File: src/rtl/irq_route_pkg.sv
package irq_route_pkg;

  localparam int STEER_FIELDS = 4;
  localparam int MAX_STEER    = 4;
  localparam int STEER_IDX_W  = 2;

  localparam int ADR_DEV    = 0;
  localparam int ADR_ERR    = 1;
  localparam int ADR_PCI    = 2;
  localparam int ADR_STEER0 = 3;

  typedef enum logic [2:0] {
    RD_NONE,
    RD_DEV,
    RD_ERR,
    RD_PCI,
    RD_STEER
  } rdKind_t;

  typedef struct packed {
    logic                   devEnWr;
    logic                   pciEnWr;
    logic                   errClr;
    logic [MAX_STEER-1:0]   steerWr;
    rdKind_t                rdKind;
    logic [STEER_IDX_W-1:0] rdIdx;
  } ctrlStrobes_t;

endpackage

File: src/rtl/irq_route_ctrl.sv
module irq_route_ctrl
  import irq_route_pkg::*;
#(
  parameter int ADDR_W    = 4,
  parameter int NUM_STEER = 3
) (
  input  logic              clk,
  input  logic              rstN,
  input  logic [ADDR_W-1:0] regAddr,
  input  logic              regWe,
  output ctrlStrobes_t      strobes
);

  always_comb begin
    strobes = '0;
    strobes.rdKind = RD_NONE;
    if (int'(regAddr) == ADR_DEV) begin
      strobes.devEnWr = regWe;
      strobes.rdKind  = RD_DEV;
    end else if (int'(regAddr) == ADR_ERR) begin
      strobes.errClr = regWe;
      strobes.rdKind = RD_ERR;
    end else if (int'(regAddr) == ADR_PCI) begin
      strobes.pciEnWr = regWe;
      strobes.rdKind  = RD_PCI;
    end else if (int'(regAddr) >= ADR_STEER0 &&
                 int'(regAddr) < ADR_STEER0 + NUM_STEER) begin
      strobes.rdKind = RD_STEER;
      strobes.rdIdx  = STEER_IDX_W'(int'(regAddr) - ADR_STEER0);
      for (int r = 0; r < NUM_STEER; r++) begin
        if (r == int'(regAddr) - ADR_STEER0) strobes.steerWr[r] = regWe;
      end
    end
  end

  // a write touches at most one register.
  assert_one_target_R9: assert property (@(posedge clk) disable iff (!rstN)
    $onehot0({strobes.devEnWr, strobes.pciEnWr, strobes.errClr, strobes.steerWr}));

  // no register strobe unless the write strobe is high.
  assert_no_write_without_we_R10: assert property (@(posedge clk) disable iff (!rstN)
    !regWe |-> ({strobes.devEnWr, strobes.pciEnWr, strobes.errClr, strobes.steerWr} == '0));

endmodule

File: src/rtl/irq_route_dp.sv
module irq_route_dp
  import irq_route_pkg::*;
#(
  parameter int PCI_SRCS  = 4,
  parameter int DEV_SRCS  = 8,
  parameter int CPU_LINES = 4,
  parameter int ERR_BITS  = 3,
  parameter int DATA_W    = 32,
  parameter int NUM_STEER = 3
) (
  input  logic                 clk,
  input  logic                 rstN,
  input  ctrlStrobes_t         strobes,
  input  logic [DATA_W-1:0]    regWdata,
  input  logic [DEV_SRCS-1:0]  devIrq,
  input  logic [PCI_SRCS-1:0]  pciIrq,
  input  logic [ERR_BITS-1:0]  errEvt,
  output logic [DATA_W-1:0]    regRdata,
  output logic [CPU_LINES-1:0] cpuIrq,
  output logic                 errIrq
);

  localparam int NUM_SRC = DEV_SRCS + PCI_SRCS;
  localparam int SEL_W   = (CPU_LINES > 1) ? $clog2(CPU_LINES) : 1;
  localparam int STEER_W = STEER_FIELDS * SEL_W;
  localparam int FLAT_W  = NUM_STEER * STEER_W;

  logic [DEV_SRCS-1:0] devEn;
  logic [PCI_SRCS-1:0] pciEn;
  logic [ERR_BITS-1:0] errBits;
  logic [ERR_BITS-1:0] errPrev;
  logic [ERR_BITS-1:0] errClrMask;
  logic [STEER_W-1:0]  steerReg [NUM_STEER];
  logic [FLAT_W-1:0]   steerFlat;
  logic [NUM_SRC-1:0]  srcAct;
  logic [CPU_LINES-1:0][NUM_SRC-1:0] lineHit;

  // Enable masks
  always_ff @(posedge clk or negedge rstN) begin
    if (!rstN) begin
      devEn <= '0;
      pciEn <= '0;
    end else begin
      if (strobes.devEnWr) devEn <= regWdata[DEV_SRCS-1:0];
      if (strobes.pciEnWr) pciEn <= regWdata[PCI_SRCS-1:0];
    end
  end

  // Steering registers
  for (genvar r = 0; r < NUM_STEER; r++) begin : gSteer
    always_ff @(posedge clk or negedge rstN) begin
      if (!rstN) steerReg[r] <= '0;
      else if (strobes.steerWr[r]) steerReg[r] <= regWdata[STEER_W-1:0];
    end
    assign steerFlat[r*STEER_W +: STEER_W] = steerReg[r];
  end

  // Error latch: rising edge sets, write-one clears, set wins
  assign errClrMask = strobes.errClr ? regWdata[ERR_BITS-1:0] : '0;

  always_ff @(posedge clk or negedge rstN) begin
    if (!rstN) begin
      errBits <= '0;
      errPrev <= '0;
    end else begin
      errPrev <= errEvt;
      errBits <= (errBits & ~errClrMask) | (errEvt & ~errPrev);
    end
  end

  assign errIrq = |errBits;

  // Crossbar: every line collects the sources whose field selects it
  assign srcAct = {pciIrq & pciEn, devIrq & devEn};

  for (genvar n = 0; n < CPU_LINES; n++) begin : gLine
    for (genvar s = 0; s < NUM_SRC; s++) begin : gSrc
      assign lineHit[n][s] = srcAct[s] &&
                             (steerFlat[s*SEL_W +: SEL_W] == SEL_W'(n));
    end
    assign cpuIrq[n] = |lineHit[n];
  end

  // Read mux
  always_comb begin
    regRdata = '0;
    unique case (strobes.rdKind)
      RD_DEV: regRdata[DEV_SRCS-1:0] = devIrq;
      RD_ERR: regRdata[ERR_BITS-1:0] = errBits;
      RD_PCI: regRdata[PCI_SRCS-1:0] = pciIrq;
      RD_STEER: begin
        for (int r = 0; r < NUM_STEER; r++) begin
          if (r == int'(strobes.rdIdx)) regRdata[STEER_W-1:0] = steerReg[r];
        end
      end
      default: regRdata = '0;
    endcase
  end

  // with both masks clear, no line can be driven.
  assert_masked_quiet_R5: assert property (@(posedge clk) disable iff (!rstN)
    (devEn == '0 && pciEn == '0) |-> (cpuIrq == '0));

  // an active line needs at least one enabled, asserted source.
  assert_line_has_source_R4: assert property (@(posedge clk) disable iff (!rstN)
    (cpuIrq != '0) |-> (((devIrq & devEn) != '0) || ((pciIrq & pciEn) != '0)));

  // a latched error bit survives any cycle without a clear write.
  assert_err_sticky_R6: assert property (@(posedge clk) disable iff (!rstN)
    !strobes.errClr |=> ((errBits & $past(errBits)) == $past(errBits)));

  // an event edge is always captured, even against a clear.
  for (genvar b = 0; b < ERR_BITS; b++) begin : gErrChk
    assert_err_capture_R7: assert property (@(posedge clk) disable iff (!rstN)
      $rose(errEvt[b]) |=> errBits[b]);
  end

endmodule

File: src/rtl/irq_route_top.sv
module irq_route_top
  import irq_route_pkg::*;
#(
  parameter int PCI_SRCS  = 4,
  parameter int DEV_SRCS  = 8,
  parameter int CPU_LINES = 4,
  parameter int ERR_BITS  = 3,
  parameter int ADDR_W    = 4,
  parameter int DATA_W    = 32
) (
  input  logic                 clk,
  input  logic                 rstN,
  input  logic [ADDR_W-1:0]    regAddr,
  input  logic                 regWe,
  input  logic [DATA_W-1:0]    regWdata,
  output logic [DATA_W-1:0]    regRdata,
  input  logic [DEV_SRCS-1:0]  devIrq,
  input  logic [PCI_SRCS-1:0]  pciIrq,
  input  logic [ERR_BITS-1:0]  errEvt,
  output logic [CPU_LINES-1:0] cpuIrq,
  output logic                 errIrq
);

  localparam int NUM_SRC   = DEV_SRCS + PCI_SRCS;
  localparam int NUM_STEER = (NUM_SRC + STEER_FIELDS - 1) / STEER_FIELDS;

  ctrlStrobes_t strobes;

  irq_route_ctrl #(
    .ADDR_W   (ADDR_W),
    .NUM_STEER(NUM_STEER)
  ) ctrl_i (
    .clk    (clk),
    .rstN   (rstN),
    .regAddr(regAddr),
    .regWe  (regWe),
    .strobes(strobes)
  );

  irq_route_dp #(
    .PCI_SRCS (PCI_SRCS),
    .DEV_SRCS (DEV_SRCS),
    .CPU_LINES(CPU_LINES),
    .ERR_BITS (ERR_BITS),
    .DATA_W   (DATA_W),
    .NUM_STEER(NUM_STEER)
  ) dp_i (
    .clk     (clk),
    .rstN    (rstN),
    .strobes (strobes),
    .regWdata(regWdata),
    .devIrq  (devIrq),
    .pciIrq  (pciIrq),
    .errEvt  (errEvt),
    .regRdata(regRdata),
    .cpuIrq  (cpuIrq),
    .errIrq  (errIrq)
  );

endmodule

File: config.mk
export PLATFORM = sky130hd
export DESIGN_NAME = irq_route_top
export DESIGN_NICKNAME = d
export VERILOG_FILES = /design/src/rtl/irq_route_pkg.sv /design/src/rtl/irq_route_ctrl.sv /design/src/rtl/irq_route_dp.sv /design/src/rtl/irq_route_top.sv
export SDC_FILE = /design/constraint.sdc
export NUM_CORES = 1
export LEC_CHECK = 0
export ABC_AREA = 1
export BUFFER_PORTS_ARGS = -buffer_cell sky130_fd_sc_hd__buf_2
export CAP_MARGIN = 0
export CELL_PAD_IN_SITES_DETAIL_PLACEMENT = 0
export CELL_PAD_IN_SITES_GLOBAL_PLACEMENT = 2
export CORE_UTILIZATION = 28
export CTS_CLUSTER_DIAMETER = 100
export DETAILED_ROUTE_END_ITERATION = 12
export PLACE_DENSITY_LB_ADDON = 0.25
export SYNTH_ARGS = -nofsm -noshare
export SYNTH_HDL_FRONTEND = slang
export SYNTH_SLANG_ARGS = --single-unit
File: constraint.sdc
create_clock -name clk -period 2.05 [get_ports clk]
set_clock_uncertainty 0.1 [all_clocks]
set_input_delay 0.1025 -clock clk [delete_from_list [all_inputs] [get_ports clk]]
set_output_delay 0.1025 -clock clk [all_outputs]
set_load 0.01 [all_outputs]
==> metrics.txt <==
Worst-Skew Late Latency 0.30 ns; CP delay by family, top simple AND/OR/NAND/NOR gates; maximum VDD drop a little under 0.3 mV; final wirelength just over 8000 um; met1 Use GR 0.225; FMAX slightly above 0.5 GHz; die width 102 um; EDFF count, synth 0; Syn Area/Cell about 7.6 sq um; CORE AREA 9730 sq um; via count around 2600; Worst-path clk slew around 0.090 ns; antenna violations before repair 0; Routed wire per std cell between 10 and 15 um; yosys warns 0; fin cells roughly 560; crit path time final around 1.9 ns; clock tree buffer depth 2; Data arrival, critical path 1.74 ns; vias in the first global route between 2000 and 2500; status finished clean; Netlist cell types 27; largest net degree at the start of global routing 29; min-delay src regWdata[6]; DRT iter0 DRCs 103; Seq/Total Area, Yosys 0.375; Inserted Clock Buffers 5; pwr dens between 700 and 800 nW/um^2; Crit. Startpoint dp_i.devEn[3]$_DFFE_PN0P_; Synth Flop Type dfrtp_1; met2 Usage GRT 0.284; drt first pass iters 4; RR Startpoint dp_i.errBits[0]$_DFF_PN0_; grt ovf 0; post-route clock period utilization 0.947; top cells by area, synth dfrtp_1 (38%), nand2_1 (10%), nor3_1 (8.4%); placed insts around 550; Async SR Flop Fraction 1.00; Inserted Diodes 0; Syn Std Cell Area 2800 sq um; CTS tree built; routed vias/inst about 4.6; top cells by count, synth nand2_1 (77), inv_1 (48), nor3_1 (47); max cap viols 0; Area growth syn-to-layout 15.9%; CTS sink count between 40 and 50; Pleak 1.56 nW; H-Tree Depth 2; RSZ-0062 raised after global routing no; global-route wire length before repair between 10000 and 15000 um; critical path peak fanout 4; FP Rows 36; slowest CP cell nor4_1; met3 usage 0.0239; DRC viols 0; detailed placement HPWL roughly 6500 um; nets@finish ~480; gr usage total 0.169; crit path cell chain nand2_1 -> nor3_1 -> nor4_1 -> nand3_1 -> buf_2; die area 10400 sq um; FF+latch count, synth 42; final hold vios 0; required time worst endpoint between 1.5 and 2 ns; critical path type flop to primary output; RePlAce Congestion roughly 0.85; Hold Crit Class input port to flop; top-area cell type share of the netlist area 0.375; Bufs and invs on worst path 1; Max Slew Vio Count 0; Final setup violation count 0; CTS root buffer clkbuf_8; I/O Buffers 42; Slew HR 0.548; crit-path max cell delay approximately 0.47 ns; crit start category flop; share of layout cells above drive strength 1 0.190; die height ~100 um; Setup crit end kind primary output; leading area contributor after synthesis dfrtp_1; Starting Density 0.288; Mapped Cells 370; Top Ports a little over 90; GRT Max-Usage Layer met2; Slew @ Worst Pin between 0.6 and 0.7 ns; antenna viol nets, final 0; setup TNS 0 ns; top-count cell post-synth nand2_1
## worst paths after layout
| kind | slack [ns] | endpoint | depth (start not counted) |
|---|---|---|---|
| worst max-delay path | 0.11 | cpuIrq[1] | 5 |
| worst min-delay path | 0.03 | dp_i.steerFlat[22]$_DFFE_PN0P_ | 3 |
| worst max register to register | 1.23 | dp_i.errBits[0]$_DFF_PN0_ | 2 |
| worst min register to register | 0.32 | dp_i.errBits[2]$_DFF_PN0_ | 1 |
| max in group asynchronous | 0.98 | dp_i.pciEn[1]$_DFFE_PN0P_ | 3 |
| min in group asynchronous | 0.27 | dp_i.devEn[7]$_DFFE_PN0P_ | 2 |
## metal layers
metal / wire length, um / up-vias
li1: - / 1309
met1: 3830 / 1201
met2: 3910 / 52
met3: 316 / 8
met4: 107 / 0
met5: 0 / -
## cell families (layout without fill, tap and decap cells)
kind of cell,after synthesis,count (layout),synth area share
AND/OR/NAND/NOR,188,188,0.337
other,1,24,0.00134
adder cells (fa/ha/maj),4,4,0.0179
buffers and inverters,82,115,0.158
XOR/XNOR,1,1,0.00313
AO/OA/AOI/OAI,52,52,0.108
flip-flops,42,42,0.375
## power by group
| group | switching (W) | internal, W |
|---|---|---|
| clock network | 0.000320 | 0.000240 |
| registers | 0.000165 | 0.000978 |
| logic | 0.000427 | 0.000256 |
| total | 0.000912 | 0.00147 |
## worst min-delay path: cells and delay by family
| kind | cells | cell delay [ns] |
|---|---|---|
| AO/OA/AOI/OAI | 1 | 0.14 |
| buffers and inverters | 2 | 0.16 |
## metrics by stage
stage / instance area (sq um) / hold slack (ns) / power [W] / worst slack (ns) / util
2_1_floorplan: 2890 / -0.293 / 0.00160 / 0.389 / -
4_1_cts: 3220 / 0.0364 / 0.00240 / 0.123 / 0.331
3_5_place_dp: 3090 / 0.0879 / 0.00183 / 0.128 / 0.318
6_report: 3250 / 0.0293 / 0.00239 / 0.109 / 0.334
3_3_place_gp: 3090 / 0.0848 / 0.00182 / 0.130 / 0.318
5_1_grt: 3250 / 0.0464 / 0.00257 / 0.00719 / 0.334
## flip-flops by register name, summed over array words and instances, names as in the netlist
signal / flops
dp_i.pciEn: 4
dp_i.errBits: 3
dp_i.steerFlat: 24
dp_i.devEn: 8
dp_i.errPrev: 3
## layout make-up
cell class	count	area, sq um
sequential	42	1050
timing repair buffer	57	345
multi-input combinational	269	1410
clock inverter	3	21.3
tap	133	166
fill	1106	6480
inverter	50	188
clock buffer	5	68.8
## placed cells by master, fill, tap and decap left out, types with 2 or more instances in the layout
cell            n
nor2_8          2
buf_2          42
conb_1         24
nor4_1         10
o21ai_2         8
clkbuf_8        5
o21ai_0        13
ha_1            4
nand2_1        77
dfrtp_1        42
nand3_4         3
buf_4          10
nand3_1        13
nand4_1        17
nor2_1         14
dlygate4sd3_1   4
nor4_2          2
a221oi_1        2
a21oi_1         7
inv_1          48
o21ai_1        20
inv_2           2
nor3_1         47
## timing repair
| action | in CTS | in global routing |
|---|---|---|
| hold buffers | 4 | 0 |
| hold endpoints to repair | 32 | 0 |
| gates resized for setup | 0 | 2 |
| endpoints found under the setup margin | 0 | 5 |
| setup buffers | 0 | 2 |
(Power assumes the default switching activity.)
